`config.mk`:
```
export PLATFORM = sky130hd
export DESIGN_NAME = sram_ctrl
export DESIGN_NICKNAME = d
export VERILOG_FILES = /design/src/rtl/sram_ctrl_pkg.sv /design/src/rtl/sram_phase_timer.sv /design/src/rtl/sram_ctrl_fsm.sv /design/src/rtl/sram_ctrl_pins.sv /design/src/rtl/sram_ctrl.sv
export SDC_FILE = /design/constraint.sdc
export NUM_CORES = 1
export LEC_CHECK = 0
export ABC_AREA = 1
export CORE_MARGIN = 5
export CORE_UTILIZATION = 39
export CTS_CLUSTER_SIZE = 30
export DETAILED_ROUTE_END_ITERATION = 10
export PLACE_DENSITY_LB_ADDON = 0.15
export SYNTH_ARGS = -nofsm -noshare
export SYNTH_HDL_FRONTEND = slang
export SYNTH_SLANG_ARGS = --single-unit
export TNS_END_PERCENT = 50
```
`constraint.sdc`:
```
create_clock -name clk_i -period 1.2 [get_ports clk_i]
set_input_delay 0.24 -clock clk_i [delete_from_list [all_inputs] [get_ports clk_i]]
set_output_delay 0.24 -clock clk_i [all_outputs]
set_load 0.02 [all_outputs]
```
`src/rtl/sram_ctrl_pkg.sv`:
```
package sram_ctrl_pkg;

  typedef enum logic [2:0] {
    ST_IDLE,
    ST_ADDR,
    ST_WAKE,
    ST_RD,
    ST_WR,
    ST_WREL,
    ST_GAP
  } phase_e;

  function automatic int unsigned ns2cyc(input int unsigned ns, input int unsigned per);
    int unsigned c;
    c = (ns + per - 1) / per;
    return (c == 0) ? 1 : c;
  endfunction

  function automatic int unsigned max3(input int unsigned a, input int unsigned b,
                                       input int unsigned c);
    int unsigned m;
    m = (a > b) ? a : b;
    return (m > c) ? m : c;
  endfunction

endpackage

```
`src/rtl/sram_phase_timer.sv`:
```
module sram_phase_timer #(
  parameter int unsigned CNT_W = 4
) (
  input  logic             clk_i,
  input  logic             rst_ni,
  input  logic             load_i,
  input  logic [CNT_W-1:0] load_val_i,
  output logic             done_o
);

  logic [CNT_W-1:0] cnt_q;

  always_ff @(posedge clk_i or negedge rst_ni) begin
    if (!rst_ni) begin
      cnt_q <= '0;
    end else if (load_i) begin
      cnt_q <= load_val_i - CNT_W'(1);
    end else if (cnt_q != '0) begin
      cnt_q <= cnt_q - CNT_W'(1);
    end
  end

  assign done_o = (cnt_q == '0);

endmodule

```
`src/rtl/sram_ctrl_fsm.sv`:
```
module sram_ctrl_fsm
  import sram_ctrl_pkg::*;
#(
  parameter int unsigned N_RD  = 7,
  parameter int unsigned N_WP  = 7,
  parameter int unsigned N_RC  = 7,
  parameter int unsigned N_GAP = 3,
  parameter int unsigned CNT_W = 4
) (
  input  logic             clk_i,
  input  logic             rst_ni,
  input  logic             req_valid_i,
  input  logic             req_we_i,
  input  logic             done_i,
  output logic             ready_o,
  output logic             accept_o,
  output logic             capture_o,
  output logic             load_o,
  output logic [CNT_W-1:0] load_val_o,
  output phase_e           state_q_o,
  output phase_e           state_d_o
);

  phase_e state_q, state_d;
  logic   wr_q;
  logic   cold_q;

  assign ready_o  = (state_q == ST_IDLE);
  assign accept_o = ready_o && req_valid_i;

  always_comb begin
    state_d    = state_q;
    load_o     = 1'b0;
    load_val_o = '0;
    capture_o  = 1'b0;
    unique case (state_q)
      ST_IDLE: if (req_valid_i) state_d = ST_ADDR;
      ST_ADDR: begin
        load_o = 1'b1;
        if (cold_q) begin
          state_d    = ST_WAKE;
          load_val_o = CNT_W'(N_RC);
        end else if (wr_q) begin
          state_d    = ST_WR;
          load_val_o = CNT_W'(N_WP);
        end else begin
          state_d    = ST_RD;
          load_val_o = CNT_W'(N_RD);
        end
      end
      ST_WAKE: if (done_i) begin
        load_o = 1'b1;
        if (wr_q) begin
          state_d    = ST_WR;
          load_val_o = CNT_W'(N_WP);
        end else begin
          state_d    = ST_RD;
          load_val_o = CNT_W'(N_RD);
        end
      end
      ST_RD: if (done_i) begin
        capture_o  = 1'b1;
        state_d    = ST_GAP;
        load_o     = 1'b1;
        load_val_o = CNT_W'(N_GAP);
      end
      ST_WR: if (done_i) state_d = ST_WREL;
      ST_WREL: begin
        state_d    = ST_GAP;
        load_o     = 1'b1;
        load_val_o = CNT_W'(N_GAP);
      end
      ST_GAP: if (done_i) state_d = ST_IDLE;
      default: state_d = ST_IDLE;
    endcase
  end

  always_ff @(posedge clk_i or negedge rst_ni) begin
    if (!rst_ni) begin
      state_q <= ST_IDLE;
      wr_q    <= 1'b0;
      cold_q  <= 1'b1;
    end else begin
      state_q <= state_d;
      if (accept_o) wr_q <= req_we_i;
      if (state_q == ST_WAKE && done_i) cold_q <= 1'b0;
    end
  end

  assign state_q_o = state_q;
  assign state_d_o = state_d;

endmodule

```
`src/rtl/sram_ctrl_pins.sv`:
```
module sram_ctrl_pins
  import sram_ctrl_pkg::*;
#(
  parameter int unsigned ADDR_W = 15,
  parameter int unsigned DATA_W = 8
) (
  input  logic              clk_i,
  input  logic              rst_ni,
  input  phase_e            state_q_i,
  input  phase_e            state_d_i,
  input  logic              accept_i,
  input  logic              capture_i,
  input  logic [ADDR_W-1:0] req_addr_i,
  input  logic [DATA_W-1:0] req_wdata_i,
  input  logic [DATA_W-1:0] sram_dq_i,
  output logic              sram_ce_no,
  output logic              sram_we_no,
  output logic              sram_oe_no,
  output logic [ADDR_W-1:0] sram_addr_o,
  output logic [DATA_W-1:0] sram_dq_o,
  output logic              sram_dq_oe_o,
  output logic [DATA_W-1:0] rd_data_o,
  output logic              rd_valid_o
);

  logic selected_d;
  assign selected_d = (state_d_i == ST_WAKE) || (state_d_i == ST_RD) || (state_d_i == ST_WR);

  always_ff @(posedge clk_i or negedge rst_ni) begin
    if (!rst_ni) begin
      sram_ce_no   <= 1'b1;
      sram_we_no   <= 1'b1;
      sram_oe_no   <= 1'b1;
      sram_dq_oe_o <= 1'b0;
      sram_addr_o  <= '0;
      sram_dq_o    <= '0;
      rd_data_o    <= '0;
      rd_valid_o   <= 1'b0;
    end else begin
      sram_ce_no   <= !selected_d;
      sram_we_no   <= (state_d_i != ST_WR);
      sram_oe_no   <= (state_d_i != ST_RD);
      // on from the 2nd pulse cycle, held through the release cycle
      sram_dq_oe_o <= (state_q_i == ST_WR);
      rd_valid_o   <= capture_i;
      if (accept_i) begin
        sram_addr_o <= req_addr_i;
        sram_dq_o   <= req_wdata_i;
      end
      if (capture_i) rd_data_o <= sram_dq_i;
    end
  end

endmodule

```
`src/rtl/sram_ctrl.sv`:
```
module sram_ctrl
  import sram_ctrl_pkg::*;
#(
  parameter int unsigned CLK_PERIOD_NS = 8,
  parameter int unsigned ADDR_W        = 15,
  parameter int unsigned DATA_W        = 8,
  parameter int unsigned T_RC_NS       = 55,
  parameter int unsigned T_AA_NS       = 55,
  parameter int unsigned T_OE_NS       = 30,
  parameter int unsigned T_OHZ_NS      = 20,
  parameter int unsigned T_WP_NS       = 45,
  parameter int unsigned T_AW_NS       = 50,
  parameter int unsigned T_DW_NS       = 25
) (
  input  logic              clk_i,
  input  logic              rst_ni,
  input  logic              req_valid_i,
  output logic              req_ready_o,
  input  logic              req_we_i,
  input  logic [ADDR_W-1:0] req_addr_i,
  input  logic [DATA_W-1:0] req_wdata_i,
  output logic [DATA_W-1:0] rd_data_o,
  output logic              rd_valid_o,
  output logic              sram_ce_no,
  output logic              sram_we_no,
  output logic              sram_oe_no,
  output logic [ADDR_W-1:0] sram_addr_o,
  output logic [DATA_W-1:0] sram_dq_o,
  input  logic [DATA_W-1:0] sram_dq_i,
  output logic              sram_dq_oe_o
);

  localparam int unsigned N_RD  = max3(ns2cyc(T_AA_NS, CLK_PERIOD_NS),
                                       ns2cyc(T_OE_NS, CLK_PERIOD_NS),
                                       ns2cyc(T_RC_NS, CLK_PERIOD_NS));
  // drivers start one cycle into the pulse, so setup needs one extra
  localparam int unsigned N_WP  = max3(ns2cyc(T_WP_NS, CLK_PERIOD_NS),
                                       ns2cyc(T_AW_NS, CLK_PERIOD_NS),
                                       ns2cyc(T_DW_NS, CLK_PERIOD_NS) + 1);
  localparam int unsigned N_RC  = ns2cyc(T_RC_NS, CLK_PERIOD_NS);
  localparam int unsigned N_GAP = ns2cyc(T_OHZ_NS, CLK_PERIOD_NS);
  localparam int unsigned N_MAX = max3(max3(N_RD, N_WP, N_RC), N_GAP, 1);
  localparam int unsigned CNT_W = $clog2(N_MAX + 1);

  phase_e           state_q, state_d;
  logic             accept, capture, load, done;
  logic [CNT_W-1:0] load_val;

  sram_ctrl_fsm #(
    .N_RD (N_RD),
    .N_WP (N_WP),
    .N_RC (N_RC),
    .N_GAP(N_GAP),
    .CNT_W(CNT_W)
  ) u_fsm (
    .clk_i      (clk_i),
    .rst_ni     (rst_ni),
    .req_valid_i(req_valid_i),
    .req_we_i   (req_we_i),
    .done_i     (done),
    .ready_o    (req_ready_o),
    .accept_o   (accept),
    .capture_o  (capture),
    .load_o     (load),
    .load_val_o (load_val),
    .state_q_o  (state_q),
    .state_d_o  (state_d)
  );

  sram_phase_timer #(
    .CNT_W(CNT_W)
  ) u_timer (
    .clk_i     (clk_i),
    .rst_ni    (rst_ni),
    .load_i    (load),
    .load_val_i(load_val),
    .done_o    (done)
  );

  sram_ctrl_pins #(
    .ADDR_W(ADDR_W),
    .DATA_W(DATA_W)
  ) u_pins (
    .clk_i       (clk_i),
    .rst_ni      (rst_ni),
    .state_q_i   (state_q),
    .state_d_i   (state_d),
    .accept_i    (accept),
    .capture_i   (capture),
    .req_addr_i  (req_addr_i),
    .req_wdata_i (req_wdata_i),
    .sram_dq_i   (sram_dq_i),
    .sram_ce_no  (sram_ce_no),
    .sram_we_no  (sram_we_no),
    .sram_oe_no  (sram_oe_no),
    .sram_addr_o (sram_addr_o),
    .sram_dq_o   (sram_dq_o),
    .sram_dq_oe_o(sram_dq_oe_o),
    .rd_data_o   (rd_data_o),
    .rd_valid_o  (rd_valid_o)
  );

endmodule

```
# After elaboration in Yosys (flattened, before gate mapping)
# Index checks and enable logic that the tools add are counted.
[word_totals]
register_bits = 44
elab_cells = 52
[op_classes]
addsub = 2
n_eq_ne = 11
mux = 16
n_reduce_logical = 11
[op_table]
columns = ["op", "n"]
rows = [
  ["$mux 3", 10],
  ["$pmux 3 s7", 1],
  ["$eq 3x2->1 const B", 4],
  ["$eq 3x3->1 const B", 4],
  ["$pmux 3 s4", 1],
  ["$logic_not 3->1", 2],
  ["$sub 3x1->3 const B", 2],
  ["$reduce_or 2->1", 2],
  ["$eq 3x1->1 const B", 1],
  ["$ne 3x2->1 const B", 1],
  ["$ne 3x3->1 const B", 1],
  ["$reduce_bool 3->1", 1],
  ["$logic_and 1x1->1", 2],
  ["$logic_or 1x1->1", 2],
  ["$mux 1", 2],
  ["$mux 2", 1],
  ["$pmux 1 s2", 1],
  ["$reduce_bool 2->1", 1],
  ["$logic_not 1->1", 1],
]

# Depth between registers and ports, before layout
# Gate-level depths: netlist of run 1.
[depth]
word_depth = 7
mapped_depth = 10

# By module
# Synthesis of run 1 repeated with hierarchy kept, for this count alone.
[unflattened]
cells_unflattened = 230
hier_area_um2 = 2072.0
[by_module_without_submodules]
columns = ["module", "n_inst", "cells_per_inst", "area_per_inst_um2"]
rows = [
  ["sram_ctrl_pins", 1, 142, 1501.4],
  ["sram_ctrl_fsm", 1, 58, 362.8],
  ["sram_phase_timer", 1, 30, 207.7],
]

# Worst setup path before layout of run 1
# No wires, ideal clock.
[synth_timing]
kind = "reg-to-reg"
from = "reg u_timer.cnt_q[0]"
to = "reg u_timer.cnt_q[1]"
setup_ns = 0.063
arrival_time_ns = 1.316
path_slack_ns = -0.179
path_stages_with_launch = 11
n_path_buf = 0
synth_period_minus_slack_ns = 1.379
cell_sequence = "dfrtp_1 -> nor2_1 -> nand2_1 -> inv_1 -> a21oi_1 -> inv_1 -> nor2_2 -> ha_1 -> inv_1 -> nand2_1 -> inv_1"
[synth_between]
elab_chain_cells = 5
elab_cells_between_ends = 12
classes_between = "2 x add/sub; 7 x mux; 3 x reduce/logical"
[synth_lines]
columns = ["item", "line", "text"]
rows = [
  ["start, declared", "sram_phase_timer.sv:11", "logic [CNT_W-1:0] cnt_q;"],
  ["start signal, assigned", "sram_phase_timer.sv:17", "cnt_q <= load_val_i - CNT_W'(1);"],
  ["start signal, assigned", "sram_phase_timer.sv:19", "cnt_q <= cnt_q - CNT_W'(1);"],
  ["$logic_not 3->1", "sram_phase_timer.sv:23", "assign done_o = (cnt_q == '0);"],
  ["$mux 2 or $mux 3 (tied branches)", "sram_ctrl_fsm.sv:61, sram_ctrl_fsm.sv:51", ""],
  ["$pmux 3 s4", "sram_ctrl_fsm.sv:36", "unique case (state_q)"],
  ["$sub 3x1->3", "sram_phase_timer.sv:17", ""],
  ["$mux 3", "sram_phase_timer.sv:16", "end else if (load_i) begin"],
]
# Parallel ways exist; a longest one is shown, timed or not. The select of a mux whose other input is x is not followed.
# A chain may end at the register's enable or synchronous reset.

# Final worst setup path of run 1
# Same ends and word-level chain as after synthesis.

==> impl_summary.md, run 1 <==
Status
The run finished, with violations left. The final reports fail on negative setup slack.

Global routing
The number of global-route vias before repair was ~1.5k. The global-route congestion overflow total is 0. The number of antenna violations at the first check in global routing came to 0. The first global-routing pass estimated 7182 um of wire. Entering global routing, the biggest net connects 45 pins. The total track usage is 0.1440.

Floorplanning
The die is 80.25 um wide. In this run the count of I/O pins placed on the die edge is 72. The die footprint is 6439 um^2.

The number of placement rows is 25. The initial core utilization is 0.4047. The placeable core region is 4755 um^2. Measured along the y axis, the die boundary spans 80.25 um.

STA
The final setup violation count is 42. The final setup slack of the worst path is -0.2172 ns. In this run the tightest slew margin relative to its limit is 0.8512. The maximum clock rate is about 0.71 GHz.

After layout, the minimum clock period comes to about 1.4 ns. The number of hold-slack violations in the final timing report is 0. The final period utilization is 1.181. For the pin with the worst max-slew slack, the measured transition is roughly 0.22 ns. The final max-slew violation count is 0.

Setup repair after global routing could not meet its margin everywhere. The setup skew after layout is 0.008201 ns.

Yosys
The count of distinct cell types in the synthesized netlist is 21. The net count of the mapped netlist is between 200 and 250. The total number of yosys warnings is 0. The area of the mapped netlist is 1924 um^2. In this run, synthesis produced a sequential element count of 44. The synthesized area per cell is 11.25 um^2.

Of the total synthesized cell area, the portion taken by XOR and XNOR cells is 0. Synthesis handed over a netlist of 171 instances. Of the total synthesized cell area, the portion taken by full adders, half adders and majority gates is 0.006502. The synthesized-area fraction occupied by ao, oa, aoi and oai cells was 0.02991.

The register area share after synthesis is 0.5748. The multiplexer share of the synthesized area is 0.1697. Of the total synthesized cell area, the portion taken by AND, OR, NAND and NOR gates is 0.1658. After synthesis, the largest family of logic cells by area is multiplexers.

Clocking
In this run, CTS created clock tree buffers numbering 5. The H-tree depth is 2. The worst-case clock buffer depth is 2. The CTS root buffer is clkbuf_8. At the later pin of the worst-skew pair, clock insertion delay measures 0.29 ns. The clock sink count is 44. The CTS tree is yes. Clock-pin slew was measured on the worst setup and hold paths at 0.08 ns.

Setup path
The critical path class is register to register. The worst setup path is launched from a register. The count of buffering cells on the critical path with inverters included is 4. The nature of the critical path endpoint is a register. The most numerous cell type found on the critical path is inv_2. Along the worst path, the maximum fanout reaches 6. The peak per-stage delay on the critical path is 0.38 ns. The data arrival at the endpoint of the critical path is 1.61 ns. The worst-path cell with the longest stage delay is dfrtp_1. The beginning of the worst register-to-register path is u_timer.cnt_q[0]$_DFFE_PN0P_.

The depth of the critical timing path with buffers and inverters included is 10. The worst-case register-to-register setup slack is -0.22 ns. For the worst setup path, the data required time is 1.39 ns.

The worst reg2reg path depth is 10. In this design, the largest share of critical-path delay is due to flip-flops. The signal on the critical path passes through nor2_1, nand2_2, inv_2, a21oi_4, inv_2, nor2_4, ha_4, inv_2, nand2_1, inv_1. Tracing the worst setup path back leads to its startpoint at u_timer.cnt_q[0]$_DFFE_PN0P_.

Route
The first-pass detailed-route iteration total is 4. In the final routed layout, each cell accounts on average for 13.09 um. After detailed routing, the number of vias per cell comes to 4.400. The count of antenna-violating nets left after detailed routing is 0.

The routed design has 4580 um of wire. The number of DRC markers after the initial detailed-route iteration is 53. The number of vias after detailed routing is 1540.

In the routed design, unresolved DRC markers number 0.

Placement
The count of buffers added on input and output ports is 71. The weighted congestion reported at the end of routability-driven placement is approximately 0.8. The placed wire-length estimate is 3288 um. The instance area at placement is 2899 um^2.

Hold path
The min-delay analysis places its worst path in the category primary input to asynchronous set/reset pin.

Final layout
The area growth from synthesis to layout is 61.57%. After routing the design area is 3109 um^2. The share of final-layout standard cells stronger than drive strength 1 is 0.4982. The antenna diode count is 0. The net count of the finished layout is 318.

Power
Summing internal, switching and leakage power gives about 8.6 mW. The worst-case IR drop observed on VDD is 1.278 mV. For this design the static power due to leakage is 1.541 nW. For this design the ratio of total power to cell area is 2782 nW/um^2.

Job
Across the run, the number of max-cap violations was 0.
==> registers in the layout, indices dropped and copies added (netlist names), 3 cells and up <==
register and flops:
u_pins.sram_addr_o 15, u_timer.cnt_q 3, u_fsm.state_q_o 3, u_pins.rd_data_o 8
u_pins.sram_dq_o 8
==> power breakdown <==
| part | switching (mW) | internal, mW | total, mW | leakage [nW] |
|---|---|---|---|---|
| registers | 0.375 | 2.23 | 2.61 | 0.508 |
| logic | 2.58 | 2.52 | 5.10 | 0.988 |
| clock network | 0.477 | 0.468 | 0.944 | 0.0445 |
==> tightest hold or removal path: stages <==
cell	delay, ns
dlygate4sd3_1	0.53
buf_2	0.12
buf_12	0.24
==> what timing repair did <==
action | 4_1_cts | 5_1_grt
endpoints found under the hold margin | 40 | 0
buffers inserted | 7 | 8
pin swaps | 3 | 8
gates resized for setup | 121 | 62
endpoints found under the setup margin | 78 | 71
hold buffers | 1 | 0
==> logic make-up (layout without fill, tap and decap cells) <==
kind of cell | after synthesis | count (layout)
compound gates | 10 | 10
fa+ha+maj | 1 | 1
buf+inv | 21 | 133
flops | 44 | 44
mux | 23 | 23
simple gates | 72 | 72
==> metrics by stage <==
stage | setup slack (ns) | hold slack [ns] | instances | utilization | setup TNS (ns)
after global routing | -0.2970 | 0.4790 | 350 | 0.6539 | -8.820
after detailed placement | -0.2717 | 0.2384 | 327 | 0.6097 | -8.927
after global placement | -0.2595 | 0.2326 | 327 | 0.6097 | -8.817
after CTS | -0.1888 | 0.4565 | 343 | 0.6471 | -6.615
final | -0.2172 | 0.4668 | 350 | 0.6539 | -6.307
after floorplan | -0.1145 | -0.05559 | 171 | - | -2.114
==> path summary, 6_finish.rpt <==
path                                              endpoint
setup / recovery              u_timer.cnt_q[1]$_DFFE_PN0P_
hold / removal             u_pins.sram_dq_o[6]$_DFFE_PN0P_
setup reg to reg              u_timer.cnt_q[1]$_DFFE_PN0P_
hold reg to reg            u_pins.rd_data_o[4]$_DFFE_PN0P_
max in group asynchronous      u_pins.sram_ce_no$_DFF_PN1_
min in group clk_i         u_pins.rd_data_o[4]$_DFFE_PN0P_
==> layout make-up <==
type                            count  area, um^2
Fill cell                         412        1645
Sequential cell                    44        1106
Timing Repair Buffer              108       935.9
Multi-Input combinational cell    106       815.8
Clock buffer                        7       86.33
Tap cell                           67       83.83
Inverter                           17       73.82
Clock inverter                      1       7.507
==> synth_stat cells <==
| library cell | number | area share |
|---|---|---|
| o21ai_0 | 2 | 0.0052 |
| a21oi_1 | 6 | 0.016 |
| mux2_2 | 5 | 0.029 |
| dfstp_2 | 4 | 0.055 |
| nor2_2 | 2 | 0.0065 |
| nand3_4 | 1 | 0.0091 |
| nor2_1 | 17 | 0.033 |
| dfrtp_1 | 40 | 0.52 |
| buf_6 | 3 | 0.018 |
| mux2_4 | 18 | 0.14 |
| nand2_1 | 41 | 0.080 |
| nand3_2 | 2 | 0.010 |
| inv_2 | 3 | 0.0059 |
| nand3_1 | 7 | 0.018 |
| buf_2 | 1 | 0.0026 |
| inv_1 | 14 | 0.027 |
| a21oi_2 | 1 | 0.0046 |
| nor3_1 | 1 | 0.0026 |
| ha_1 | 1 | 0.0065 |
| o21ai_2 | 1 | 0.0046 |
| nor2_4 | 1 | 0.0059 |
==> placed cells by master (no fill, tap or decap), types with 2 or more instances in the layout <==
master           count
a21oi_1              4
a21oi_2              2
buf_12               5
buf_2               28
buf_4               28
buf_6                7
clkbuf_8             6
clkdlybuf4s15_2      5
clkdlybuf4s50_1     33
dfrtp_1             40
dfstp_2              4
inv_1                8
inv_2                7
inv_6                2
mux2_2               5
mux2_4              18
nand2_1             36
nand2_2              4
nand3_1              4
nand3_2              5
nor2_1              12
nor2_2               4
nor2_4               4
==> per-layer routing <==
| metal | share of wire | track usage | up-vias | wire [um] |
|---|---|---|---|---|
| li1 | - | - | 764 | - |
| met1 | 0.42 | 0.1843 | 722 | 1929 |
| met2 | 0.48 | 0.2235 | 47 | 2219 |
| met3 | 0.080 | 0.05381 | 7 | 367 |
| met4 | 0.014 | 0.04899 | 0 | 63 |
| met5 | 0 | 0 | - | 0 |
(Power assumes the default switching activity.)
==> inputs of run 2 (changes only) <==
--- a/config.mk
+++ b/config.mk
@@ -11,6 +11,7 @@
 export CTS_CLUSTER_SIZE = 30
 export DETAILED_ROUTE_END_ITERATION = 10
 export PLACE_DENSITY_LB_ADDON = 0.15
+export SLEW_MARGIN = 0
 export SYNTH_ARGS = -nofsm -noshare
 export SYNTH_HDL_FRONTEND = slang
 export SYNTH_SLANG_ARGS = --single-unit
==> results of run 2 <==
The final DEF is identical to that of run 1; final timing and power are the same.
